### config.mk
export PLATFORM = sky130hd
export DESIGN_NAME = dly_oneshot_timer
export DESIGN_NICKNAME = d
export VERILOG_FILES = /design/src/rtl/dly_pkg.sv /design/src/rtl/dly_tick_sel.sv /design/src/rtl/dly_pin_cond.sv /design/src/rtl/dly_chan_ctrl.sv /design/src/rtl/dly_oneshot_timer.sv
export SDC_FILE = /design/constraint.sdc
export NUM_CORES = 1
export LEC_CHECK = 0
export BUFFER_PORTS_ARGS = -buffer_cell sky130_fd_sc_hd__buf_2
export CORE_UTILIZATION = 50
export DETAILED_ROUTE_END_ITERATION = 10
export PLACE_DENSITY = 0.8
export SYNTH_ARGS = -nofsm -noshare
export SYNTH_HDL_FRONTEND = slang
export SYNTH_SLANG_ARGS = --single-unit
### constraint.sdc
create_clock -name clk -period 3.8 [get_ports clk]
set_input_delay 0.38 -clock clk [delete_from_list [all_inputs] [get_ports clk]]
set_output_delay 0.38 -clock clk [all_outputs]
set_load 0.01 [all_outputs]
### src/rtl/dly_pkg.sv
package dly_pkg;

    typedef enum logic [1:0] {
        CH_OFF   = 2'b00,
        CH_ARMED = 2'b01,
        CH_RUN   = 2'b10
    } ch_state_e;

    localparam logic [1:0] EDGE_RISE = 2'b00;
    localparam logic [1:0] EDGE_FALL = 2'b01;

    typedef struct packed {
        logic arm;
        logic fire;
        logic halt;
    } ch_cmd_t;

    function automatic logic edge_hit(input logic [1:0] mode,
                                      input logic cur, input logic prv);
        case (mode)
            EDGE_RISE: return cur & ~prv;
            EDGE_FALL: return ~cur & prv;
            default:   return cur ^ prv;
        endcase
    endfunction

endpackage

### src/rtl/dly_tick_sel.sv
module dly_tick_sel #(
    parameter int unsigned NSRC = 2,
    localparam int unsigned SW = (NSRC > 1) ? $clog2(NSRC) : 1
) (
    input  logic [NSRC-1:0] src,
    input  logic [SW-1:0]   sel,
    output logic            tick
);
    always_comb tick = src[sel];
endmodule

### src/rtl/dly_pin_cond.sv
module dly_pin_cond #(
    parameter int unsigned SYNC_STAGES = 2,
    parameter int unsigned FILT_LEN    = 3
) (
    input  logic       clk,
    input  logic       rst,
    input  logic       pin,
    input  logic       filt_en,
    input  logic [1:0] edge_mode,
    output logic       evt
);
    import dly_pkg::*;

    logic [SYNC_STAGES-1:0] sync_q;
    logic [FILT_LEN-1:0]    hist_q;
    logic                   lvl_q, prv_q;
    logic                   s_pin, steady, lvl_n;

    assign s_pin  = sync_q[SYNC_STAGES-1];
    assign steady = (&hist_q) | (~|hist_q);

    always_comb begin
        if (filt_en) lvl_n = steady ? hist_q[0] : lvl_q;
        else         lvl_n = s_pin;
    end

    always_ff @(posedge clk) begin
        if (rst) begin
            sync_q <= '0;
            hist_q <= '0;
            lvl_q  <= 1'b0;
            prv_q  <= 1'b0;
        end else begin
            sync_q <= {sync_q[SYNC_STAGES-2:0], pin};
            hist_q <= {hist_q[FILT_LEN-2:0], s_pin};
            lvl_q  <= lvl_n;
            prv_q  <= lvl_q;
        end
    end

    assign evt = edge_hit(edge_mode, lvl_q, prv_q);
endmodule

### src/rtl/dly_chan_ctrl.sv
module dly_chan_ctrl #(
    parameter int unsigned W = 16
) (
    input  logic               clk,
    input  logic               rst,
    input  dly_pkg::ch_cmd_t   cmd,
    input  logic               evt,
    input  logic               tick,
    input  logic [W-1:0]       reload,
    output dly_pkg::ch_state_e st,
    output logic [W-1:0]       cnt,
    output logic               trig,
    output logic               irq
);
    import dly_pkg::*;

    logic enabled;
    assign enabled = (st != CH_OFF);
    assign trig    = enabled && (cmd.fire || evt) && !cmd.halt;

    always_ff @(posedge clk) begin
        if (rst) begin
            st  <= CH_OFF;
            cnt <= '0;
            irq <= 1'b0;
        end else begin
            irq <= 1'b0;
            if (cmd.halt) begin
                st <= CH_OFF;
            end else if (cmd.arm && !enabled) begin
                st <= CH_ARMED;
            end else if (trig) begin
                cnt <= reload;
                st  <= CH_RUN;
            end else if (st == CH_RUN && tick) begin
                if (cnt == '0) begin
                    irq <= 1'b1;
                    st  <= CH_ARMED;
                end else begin
                    cnt <= cnt - 1'b1;
                end
            end
        end
    end
endmodule

### src/rtl/dly_oneshot_timer.sv
module dly_oneshot_timer #(
    parameter int unsigned W           = 16,
    parameter int unsigned SYNC_STAGES = 2,
    parameter int unsigned FILT_LEN    = 3
) (
    input  logic         clk,
    input  logic         rst,
    input  logic         tick_a,
    input  logic         tick_b,
    input  logic         tick_sel,
    input  logic         tin,
    input  logic         filt_en,
    input  logic [1:0]   edge_mode,
    input  logic         start,
    input  logic         stop,
    input  logic         dreg_we,
    input  logic [W-1:0] dreg_wdata,
    output logic         irq
);
    import dly_pkg::*;

    logic         tick, evt, trig;
    logic [W-1:0] dreg, cnt;
    ch_state_e    st;
    ch_cmd_t      cmd;

    always_comb begin
        cmd.arm  = start;
        cmd.fire = start;
        cmd.halt = stop;
    end

    always_ff @(posedge clk) begin
        if (rst)          dreg <= '0;
        else if (dreg_we) dreg <= dreg_wdata;
    end

    dly_tick_sel #(.NSRC(2)) u_tsel (
        .src ({tick_b, tick_a}),
        .sel (tick_sel),
        .tick(tick)
    );

    dly_pin_cond #(.SYNC_STAGES(SYNC_STAGES), .FILT_LEN(FILT_LEN)) u_pin (
        .clk      (clk),
        .rst      (rst),
        .pin      (tin),
        .filt_en  (filt_en),
        .edge_mode(edge_mode),
        .evt      (evt)
    );

    dly_chan_ctrl #(.W(W)) u_ctrl (
        .clk   (clk),
        .rst   (rst),
        .cmd   (cmd),
        .evt   (evt),
        .tick  (tick),
        .reload(dreg),
        .st    (st),
        .cnt   (cnt),
        .trig  (trig),
        .irq   (irq)
    );
endmodule

==> results of run 1 <==
## final cells by class
cell class / instances / area share, %
flip-flops and latches: 42 / 35.90
clock inverters: 3 / 0.8013
multi-input cells: 157 / 49.95
inverters: 9 / 1.442
clock buffers: 5 / 2.938
repair buffers: 29 / 6.303
well taps: 50 / 2.671
## sequential cells by signal, summed over array words and instances (netlist names)
name          flops
u_ctrl.irq        1
u_ctrl.st         2
dreg             16
u_ctrl.cnt       16
u_pin.lvl_q       1
u_pin.prv_q       1
u_pin.sync_q      2
u_pin.hist_q      3
## worst paths after layout
| path | to | depth (start not counted) |
|---|---|---|
| worst min-delay path | u_pin.sync_q[0] | 2 |
| worst min register to register | u_pin.hist_q[2] | 2 |
| worst max-delay path | u_ctrl.cnt[1] | 8 |
| worst max register to register | u_ctrl.cnt[1] | 8 |
## routing by layer
| layer | wire length, um | up-vias |
|---|---|---|
| met5 | 0 | - |
| met4 | 59 | 0 |
| li1 | - | 835 |
| met2 | 1757 | 25 |
| met3 | 120 | 6 |
| met1 | 1946 | 755 |
## layout by cell type (no fill, tap or decap), drive strengths merged
cell type	count
xnor2	11
nor3b	1
nand3	1
nand2	6
a211oi	15
a2111o	1
or2	1
or3	4
mux2	2
o311a	1
o21ai	2
a311o	1
buf	29
clkinv	2
dfxtp	42
or3b	1
nor4b	1
o21ba	1
nor2	40
a21oi	11
clkbuf	5
nor2b	5
inv	10
ha	4
nor3	8
nor4	6
nand4	6
or4	4
a2111oi	2
nand3b	1
a311oi	1
mux2i	18
o311ai	2
## cell families after synthesis
kind of cell               count (synthesis)  share of synthesized area, %
and+or+nand+nor                           85                         24.32
buffers and inverters                     19                         3.629
muxes                                     20                         9.981
AOI/OAI and AO/OA                         37                         14.34
xor gates and xnor gates                  11                         4.658
DFF                                       42                         40.65
adders and majority gates                  4                         2.420
## stage by stage
| stage | worst slack [ns] | total power, W | hold slack [ns] |
|---|---|---|---|
| floorplan | 1.819 | 0.0005653 | 0.4101 |
| global placement | 1.465 | 0.0005976 | 0.4284 |
| detailed placement | 1.401 | 0.0005997 | 0.4250 |
| CTS | 1.374 | 0.0008818 | 0.2783 |
| global route | 1.159 | 0.0009174 | 0.2724 |
| finish | 1.374 | 0.0008734 | 0.2846 |
## critical path: cells and delay by family (launching register included)
family / cells / cell delay, ns
AO/OA/AOI/OAI: 2 / 0.86
adder cells (fa/ha/maj): 1 / 0.17
AND/OR/NAND/NOR: 2 / 0.17
multiplexers: 1 / 0.28
flip-flops: 1 / 0.38
buffers and inverters: 2 / 0.40
## power breakdown
part / internal [W] / switching (W) / total, W / leakage (nW)
Combinational: 0.0000509 / 0.0000680 / 0.000119 / 0.534
Clock: 0.000129 / 0.000155 / 0.000284 / 0.0483
Sequential: 0.000457 / 0.0000134 / 0.000471 / 0.343
Total: 0.000637 / 0.000236 / 0.000873 / 0.925
==> impl_metrics.tcl, run 1 <==
set metrics [dict create \
    tritoncts "built" \
    die_h_um 66.32 \
    r2r_start "u_pin.lvl_q" \
    place_area_sq_mm 0.002255 \
    wirelength_um 3884 \
    cts.sinks 42 \
    dp.cells 287 \
    critPathMaxFanout 18 \
    clk_path_buf_depth 2 \
    antenna_found_initial 0 \
    rrSetupSlack_ns 1.37 \
    rsz0062_at_grt "no" \
    use_met2_pct 30.99 \
    overflow 0 \
    skew_ns 0.009603 \
    path_clk_slew_ns 0.08 \
    final_util_pct 58.98 \
    synth_cell_type_count 41 \
    drc 0 \
    startpoint_type "flip-flop" \
    rows 23 \
    run_status "complete, no violations" \
    period_needed_ns 2.426 \
    yosys_most_used_dff "dfxtp_1" \
    cts_hold_buf 0 \
    final_layout_size_suffix_gt1_share_pct 24.08 \
    yosys-top-cells-count "dfxtp_1 (42), nor2_1 (40), mux2i_1 (18)" \
    ir_drop_mv 0.3010 \
    clock_latency_ns 0.30 \
    min_from "tin" \
    grt_usage_pct 20.03 \
    cts_max_level 2 \
    yosysSeqAreaShare_pct 40.65 \
    start_util_pct 52.08 \
    dp_hpwl_um 2703 \
    ys_async_sr_fraction_pct 0 \
    synthCells 218 \
    syn-num-nets 250 \
    pin_count 29 \
    finalHoldViolations 0 \
    maxCapViolations 0 \
    core-area_sq_mm 0.003971 \
    cp.required_ns 3.95 \
    endpoint_kind "flip-flop" \
    syn_area_sq_mm 0.002068 \
    yosys.area.top_type "dfxtp_1" \
    syn_area_per_cell_sq_um 9.487 \
    maxSlewViolCount 0 \
    synth.most_common_cell "dfxtp_1" \
    cp-startpoint "u_pin.lvl_q" \
    cpMaxStageDelayCell "o311ai_4" \
    postCtsSetupRepairBufs 0 \
    port_buffers 28 \
    ctsResizeCount 0 \
    crit_path_cell_trace "inv_1, ha_1, mux2_4, o311ai_4, buf_4, nand4_1, a21oi_1, nor4_1" \
    first_pass_iters 4 \
    multiInputGateArea_sq_mm 0.001170 \
    fin_tns_setup_ns 0 \
    grtUsageMet3_pct 5.172 \
    dieArea_sq_mm 0.004398 \
    critPathMaxStageDelay_ns 0.70 \
    root_buffer "clkbuf_8" \
    die_w_um 66.32 \
    setup_violations 0 \
    path_class "reg2reg" \
    drtIter0Drc 69 \
    slew_headroom_pct 43.68 \
    seq_area_sq_um 840.8 \
    ys_warn_count 0 \
    powerDensity_mw_per_mm2 372.9 \
    antenna_left 0 \
    cts_buffers 5 \
    final_area_sq_mm 0.002342 \
    maxClockFrequency_ghz 0.4121 \
    nFillCells 361 \
    num_antenna_cells 0 \
    area_delta_synth_final_pct 13.25 \
    cp.arrival_ns 2.58 \
    static-leakage-power_nw 0.9252 \
    via_per_inst 5.495 \
    fin_nets 276 \
    wl_per_cell_um 13.17 \
    grt_pass1_wl_um 6624 \
    synth.top_cell.area_share_pct 40.65 \
    finalCritPeriodShare_pct 63.85 \
    gp_congestion 0.7820 \
    hp-class "in2reg" \
    grt-busiest-layer "met2" \
    final_cells 295 \
    grt_pass1_vias 1520 \
    ys_seq_elements 42 \
    grt_max_degree 43 \
    worst_pin_slew_ns 0.8428 \
    synth_edf_count 0 \
    use_met1_pct 25.74 \
    synth_area_leaders "dfxtp_1 (41%), mux2i_1 (8.7%), nor2_1 (7.3%)" \
    vias 1621 \
]
Note: power is estimated with default switching activity, not from simulation.
==> run 2, diff against run 1 <==
==> constraint.sdc (replaced) <==
create_clock -name clk -period 2.5 [get_ports clk]
set_input_delay 0.25 -clock clk [delete_from_list [all_inputs] [get_ports clk]]
set_output_delay 0.25 -clock clk [all_outputs]
set_load 0.01 [all_outputs]
==> impl_metrics.tcl, run 2 (synthesis results as in run 1) <==
set metrics [dict create \
    run_status "complete, no violations" \
    setup_violations 0 \
    fin_nets 278 \
    cts_max_level 2 \
    area_delta_synth_final_pct 14.34 \
    start_util_pct 52.08 \
    core-area_sq_mm 0.003971 \
    drtIter0Drc 48 \
    cp.required_ns 2.71 \
    port_buffers 28 \
    postCtsSetupRepairBufs 0 \
    maxCapViolations 0 \
    gp_congestion 0.8255 \
    final_layout_size_suffix_gt1_share_pct 24.70 \
    dr_wl_met3_um 164 \
    dp_hpwl_um 2683 \
    endpoint_kind "flip-flop" \
    critPathMaxFanout 8 \
    root_buffer "clkbuf_8" \
    final_cell_mix "dfxtp_1 (42), nor2_1 (40), buf_2 (28), mux2i_1 (18), a211oi_1 (13)" \
    startpoint_type "flip-flop" \
    path_class "reg2reg" \
    wirelength_um 3795 \
    dieArea_sq_mm 0.004398 \
    finalHoldViolations 0 \
    finalCritPeriodShare_pct 86.64 \
    cts_hold_buf 0 \
    final_area_sq_mm 0.002365 \
    worst_pin_slew_ns 0.7667 \
    wl_met2_um 1736 \
    wl_per_cell_um 12.78 \
    grt_pass1_wl_um 6313 \
    rsz0062_at_grt "no" \
    tritoncts "built" \
    clock_latency_ns 0.30 \
    cts_buffers 5 \
    drc 0 \
    rows 23 \
    via_per_inst 5.525 \
    die_w_um 66.32 \
    place_area_sq_mm 0.002270 \
    slew_headroom_pct 48.88 \
    maxClockFrequency_ghz 0.4617 \
    largestRegisters "dreg x16, u_ctrl.cnt x16, u_pin.hist_q x3" \
    pin_count 29 \
    grt_max_degree 43 \
    fin_tns_setup_ns 0 \
    grt_usage_pct 19.02 \
    ir_drop_mv 0.4060 \
    num_antenna_cells 0 \
    top_layer "met4" \
    overflow 0 \
    nFillCells 347 \
    die_h_um 66.32 \
    cp.arrival_ns 2.37 \
    grt_pass1_vias 1453 \
    static-leakage-power_nw 0.9327 \
    powerDensity_mw_per_mm2 571.5 \
    cts.sinks 42 \
    hp-class "in2reg" \
    wl_met1_um 1815 \
    antenna_found_initial 0 \
    antenna_left 0 \
    ctsResizeCount 0 \
    vias 1641 \
    skew_ns 0.004411 \
    path_clk_slew_ns 0.08 \
    first_pass_iters 4 \
    maxSlewViolCount 0 \
    period_needed_ns 2.166 \
    final_common_cell "dfxtp_1" \
    clk_path_buf_depth 2 \
]
run 2: path summary, 6_finish.rpt:
check,startpoint,end,slack [ns],depth (start not counted)
max,u_ctrl.cnt[0],u_ctrl.cnt[2],0.33,8
max reg2reg,u_ctrl.cnt[0],u_ctrl.cnt[2],0.33,8
min,tin,u_pin.sync_q[0],0.16,2
min reg2reg,u_pin.hist_q[1],u_pin.hist_q[2],0.44,2
run 2: per-layer routing:
metal | global-route usage, % | vias to the layer above
li1 | - | 840
met1 | 24.26 | 750
met2 | 30.74 | 43
met3 | 4.655 | 8
met4 | 7.181 | 0
met5 | 0 | -
run 2: layout make-up:
cell class                 instances  area (sq um)  share of cell area [%]
timing repair buffer              31         162.7                   6.878
clock buffer                       6         82.58                   3.492
sequential                        42         840.8                   35.56
multi-input combinational        157          1170                   49.47
clock inverter                     2         12.51                  0.5291
tap                               50         62.56                   2.646
inverter                           9         33.78                   1.429
run 2: critical path: stages (launching register included):
cell and delay [ns]:
dfxtp_1 0.35, inv_1 0.10, ha_1 0.15, or3b_2 0.51, nor2_1 0.28, buf_4 0.22, a21oi_1 0.08, xnor2_1 0.14
a211oi_1 0.23
run 2: metrics by stage:
step	utilization [%]	worst slack (ns)	power (W)	hold WS, ns	std cells
global route	59.55	0.1883	0.001414	0.1540	297
floorplan	-	0.5192	0.0008593	0.3284	218
global placement	57.15	0.4063	0.0009091	0.4248	289
CTS	59.55	0.3488	0.001359	0.1653	297
detailed placement	57.15	0.3601	0.0009140	0.4283	289
finish	59.55	0.3339	0.001351	0.1607	297
run 2: power breakdown:
part           switching (W)  leakage (nW)  total [W]  internal, W
logic               0.000102         0.542   0.000184    0.0000816
registers          0.0000200         0.343   0.000715     0.000695
clock network       0.000231        0.0472   0.000452     0.000222
==> run 3, diff against run 2 <==
--- a/config.mk
+++ b/config.mk
@@ -11,4 +11,5 @@
 export PLACE_DENSITY = 0.8
 export SYNTH_ARGS = -nofsm -noshare
 export SYNTH_HDL_FRONTEND = slang
+export SYNTH_HIERARCHICAL = 1
 export SYNTH_SLANG_ARGS = --single-unit
==> impl_metrics.tcl, run 3 <==
set metrics [dict create \
    p_clk_share_pct 32.1 \
    combPwrFrac_pct 16.6 \
    area_delta_synth_final_pct 11.08 \
    pwr-share-seq_pct 51.3 \
    port_buffers 28 \
    ys_warn_count 6 \
    wirelength_um 4144 \
    cpMaxStageDelayCell "dfxtp_1" \
    gp_congestion 0.7758 \
    startpoint_type "flip-flop" \
    cp.required_ns 2.72 \
    cts_hold_buf 0 \
    maxClockFrequency_ghz 0.4644 \
    clk_path_buf_depth 2 \
    grt_max_degree 25 \
    period_needed_ns 2.153 \
    swShare_pct 26.14 \
    final_layout_size_suffix_gt1_share_pct 20.44 \
    finalCritPeriodShare_pct 86.13 \
    finalHoldViolations 0 \
    place_area_sq_mm 0.002237 \
    largestRegisters "dreg x16, u_ctrl/cnt x16, u_pin/hist_q x3" \
    critPathMaxStageDelay_ns 0.33 \
    setup_violations 0 \
    critPathBufInv 2 \
    overflow 0 \
    final_area_sq_mm 0.002346 \
    num_antenna_cells 0 \
    yosys-top-cells-count "dfxtp_1 (42), nor2_1 (37), a21oi_1 (18)" \
    core-area_sq_mm 0.004029 \
    clock_latency_ns 0.29 \
    fin_ws_ns 0.3467 \
    p_sw_w 0.0003627 \
    vias 1750 \
    die_h_um 66.99 \
    grt_pass1_vias 1612 \
    antenna_found_initial 0 \
    critPathMaxFanout 17 \
    start_util_pct 52.42 \
    drtIter0Drc 88 \
    final_common_cell "dfxtp_1" \
    endpoint_kind "flip-flop" \
    dp_hpwl_um 2908 \
    hp-class "in2reg" \
    die_w_um 66.99 \
    synth_cell_type_count 48 \
    synth.most_common_cell "dfxtp_1" \
    fin_nets 304 \
    ys_async_sr_fraction_pct 0 \
    final_cell_mix "dfxtp_1 (42), nor2_1 (36), buf_2 (28), a21oi_1 (18), mux2i_1 (16)" \
    grt_usage_pct 21.15 \
    ir_drop_mv 0.4685 \
    run_status "complete, no violations" \
    cts_max_level 2 \
    pin_count 29 \
    root_buffer "clkbuf_8" \
    maxSlewViolCount 0 \
    syn_area_per_cell_sq_um 8.621 \
    syn_area_sq_mm 0.002112 \
    worst_pin_slew_ns 0.4709 \
    grt_pass1_wl_um 7072 \
    wl_per_cell_um 12.79 \
    synth_area_leaders "dfxtp_1 (40%), mux2i_1 (7.6%), nor2_1 (6.6%)" \
    antenna_left 0 \
    synth.top_cell.area_share_pct 39.81 \
    yosys_most_used_dff "dfxtp_1" \
    rows 23 \
    ys_seq_elements 42 \
    path_class "reg2reg" \
    tritoncts "built" \
    critical-path-top-delay-family "compound AO/OA/AOI/OAI gates" \
    cts.sinks 42 \
    dieArea_sq_mm 0.004488 \
    crit_path_cell_trace "inv_1, ha_1, nor2b_1, a211oi_1, a21oi_1, nor2_2, o211ai_1, o21ai_2, buf_4, o21ai_1, a21oi_1" \
    cp.arrival_ns 2.37 \
    p_int_w 0.001025 \
    path_common_cell "a21oi_1" \
    timing.hold.ws_ns 0.1612 \
    dp_slack_ns 0.2581 \
    yosysSeqAreaShare_pct 39.81 \
    first_pass_iters 4 \
    skew_ns 0.004425 \
    path_clk_slew_ns 0.08 \
    yosys.area.top_type "dfxtp_1" \
    drc 0 \
    static-leakage-power_nw 1.015 \
    powerDensity_mw_per_mm2 591.5 \
    synthCells 245 \
    fin_tns_setup_ns 0 \
    via_per_inst 5.401 \
    rsz0062_at_grt "no" \
    syn-num-nets 276 \
    cts_buffers 5 \
    maxCapViolations 0 \
    synth_edf_count 0 \
    slew_headroom_pct 68.61 \
]
==> run 3: layout make-up <==
cell class | instances | area, sq um
tap | 50 | 62.56
timing repair buffer | 35 | 192.7
clock buffer | 7 | 86.33
multi-input combinational | 180 | 1125
clock inverter | 1 | 5.005
inverter | 9 | 33.78
fill | 371 | 1683
sequential | 42 | 840.8
==> run 3: cells by family (layout without fill, tap and decap cells) <==
group / count (synthesis) / after routing / share of synthesized area (%)
AOI/OAI and AO/OA: 62 / 62 / 18.42
xor gates and xnor gates: 1 / 1 / 0.4148
adders and majority gates: 3 / 3 / 1.777
buffers and inverters: 23 / 52 / 7.050
DFF: 42 / 42 / 39.81
muxes: 21 / 21 / 10.43
and+or+nand+nor: 93 / 93 / 22.10
==> run 3: worst reg2reg max path: cells and delay by family, from the launching register on <==
family,cells,cell delay (ns)
compound gates,6,0.96
buf+inv,2,0.31
flops,1,0.33
fa+ha+maj,1,0.17
simple gates,2,0.31
==> run 3: repair_timing <==
action | 4_1_cts | 5_1_grt
buffers inserted | 0 | 2
resized for setup | 0 | 1
endpoints found under the setup margin | 0 | 11
hold endpoints to repair | 0 | 0
==> run 3: layer usage <==
metal  global-route usage (%)  wire (um)  vias up
met5                        0          0        -
met4                    6.383         27        0
met3                    5.651        200        2
met2                    35.98       1923       49
met1                    25.70       1993      787
li1                         -          -      912
==> run 3: path summary, 6_finish.rpt <==
check,slack (ns),cells after the start,from,endpoint
max,0.35,11,u_pin/prv_q,u_ctrl/cnt[8]
min,0.16,2,tin,u_pin/sync_q[0]
max reg2reg,0.35,11,u_pin/prv_q,u_ctrl/cnt[8]
min reg2reg,0.44,1,u_pin/sync_q[0],u_pin/sync_q[1]
==> run 3: power groups by stage <==
stage | sequential, W | combinational, W | clock (W)
after floorplan | 0.000722 | 0.000185 | 0
after global placement | 0.000726 | 0.000220 | 0
after detailed placement | 0.000727 | 0.000227 | 0
after CTS | 0.000712 | 0.000227 | 0.000456
after global routing | 0.000715 | 0.000257 | 0.000488
final | 0.000712 | 0.000230 | 0.000446
==> run 3: stage by stage <==
step                 power, W  util, %  instances
finish               0.001388    58.23        324
global route         0.001460    58.23        324
CTS                  0.001395    57.79        322
detailed placement  0.0009540    55.53        314
global placement    0.0009465    55.53        314
floorplan           0.0009066        -        245
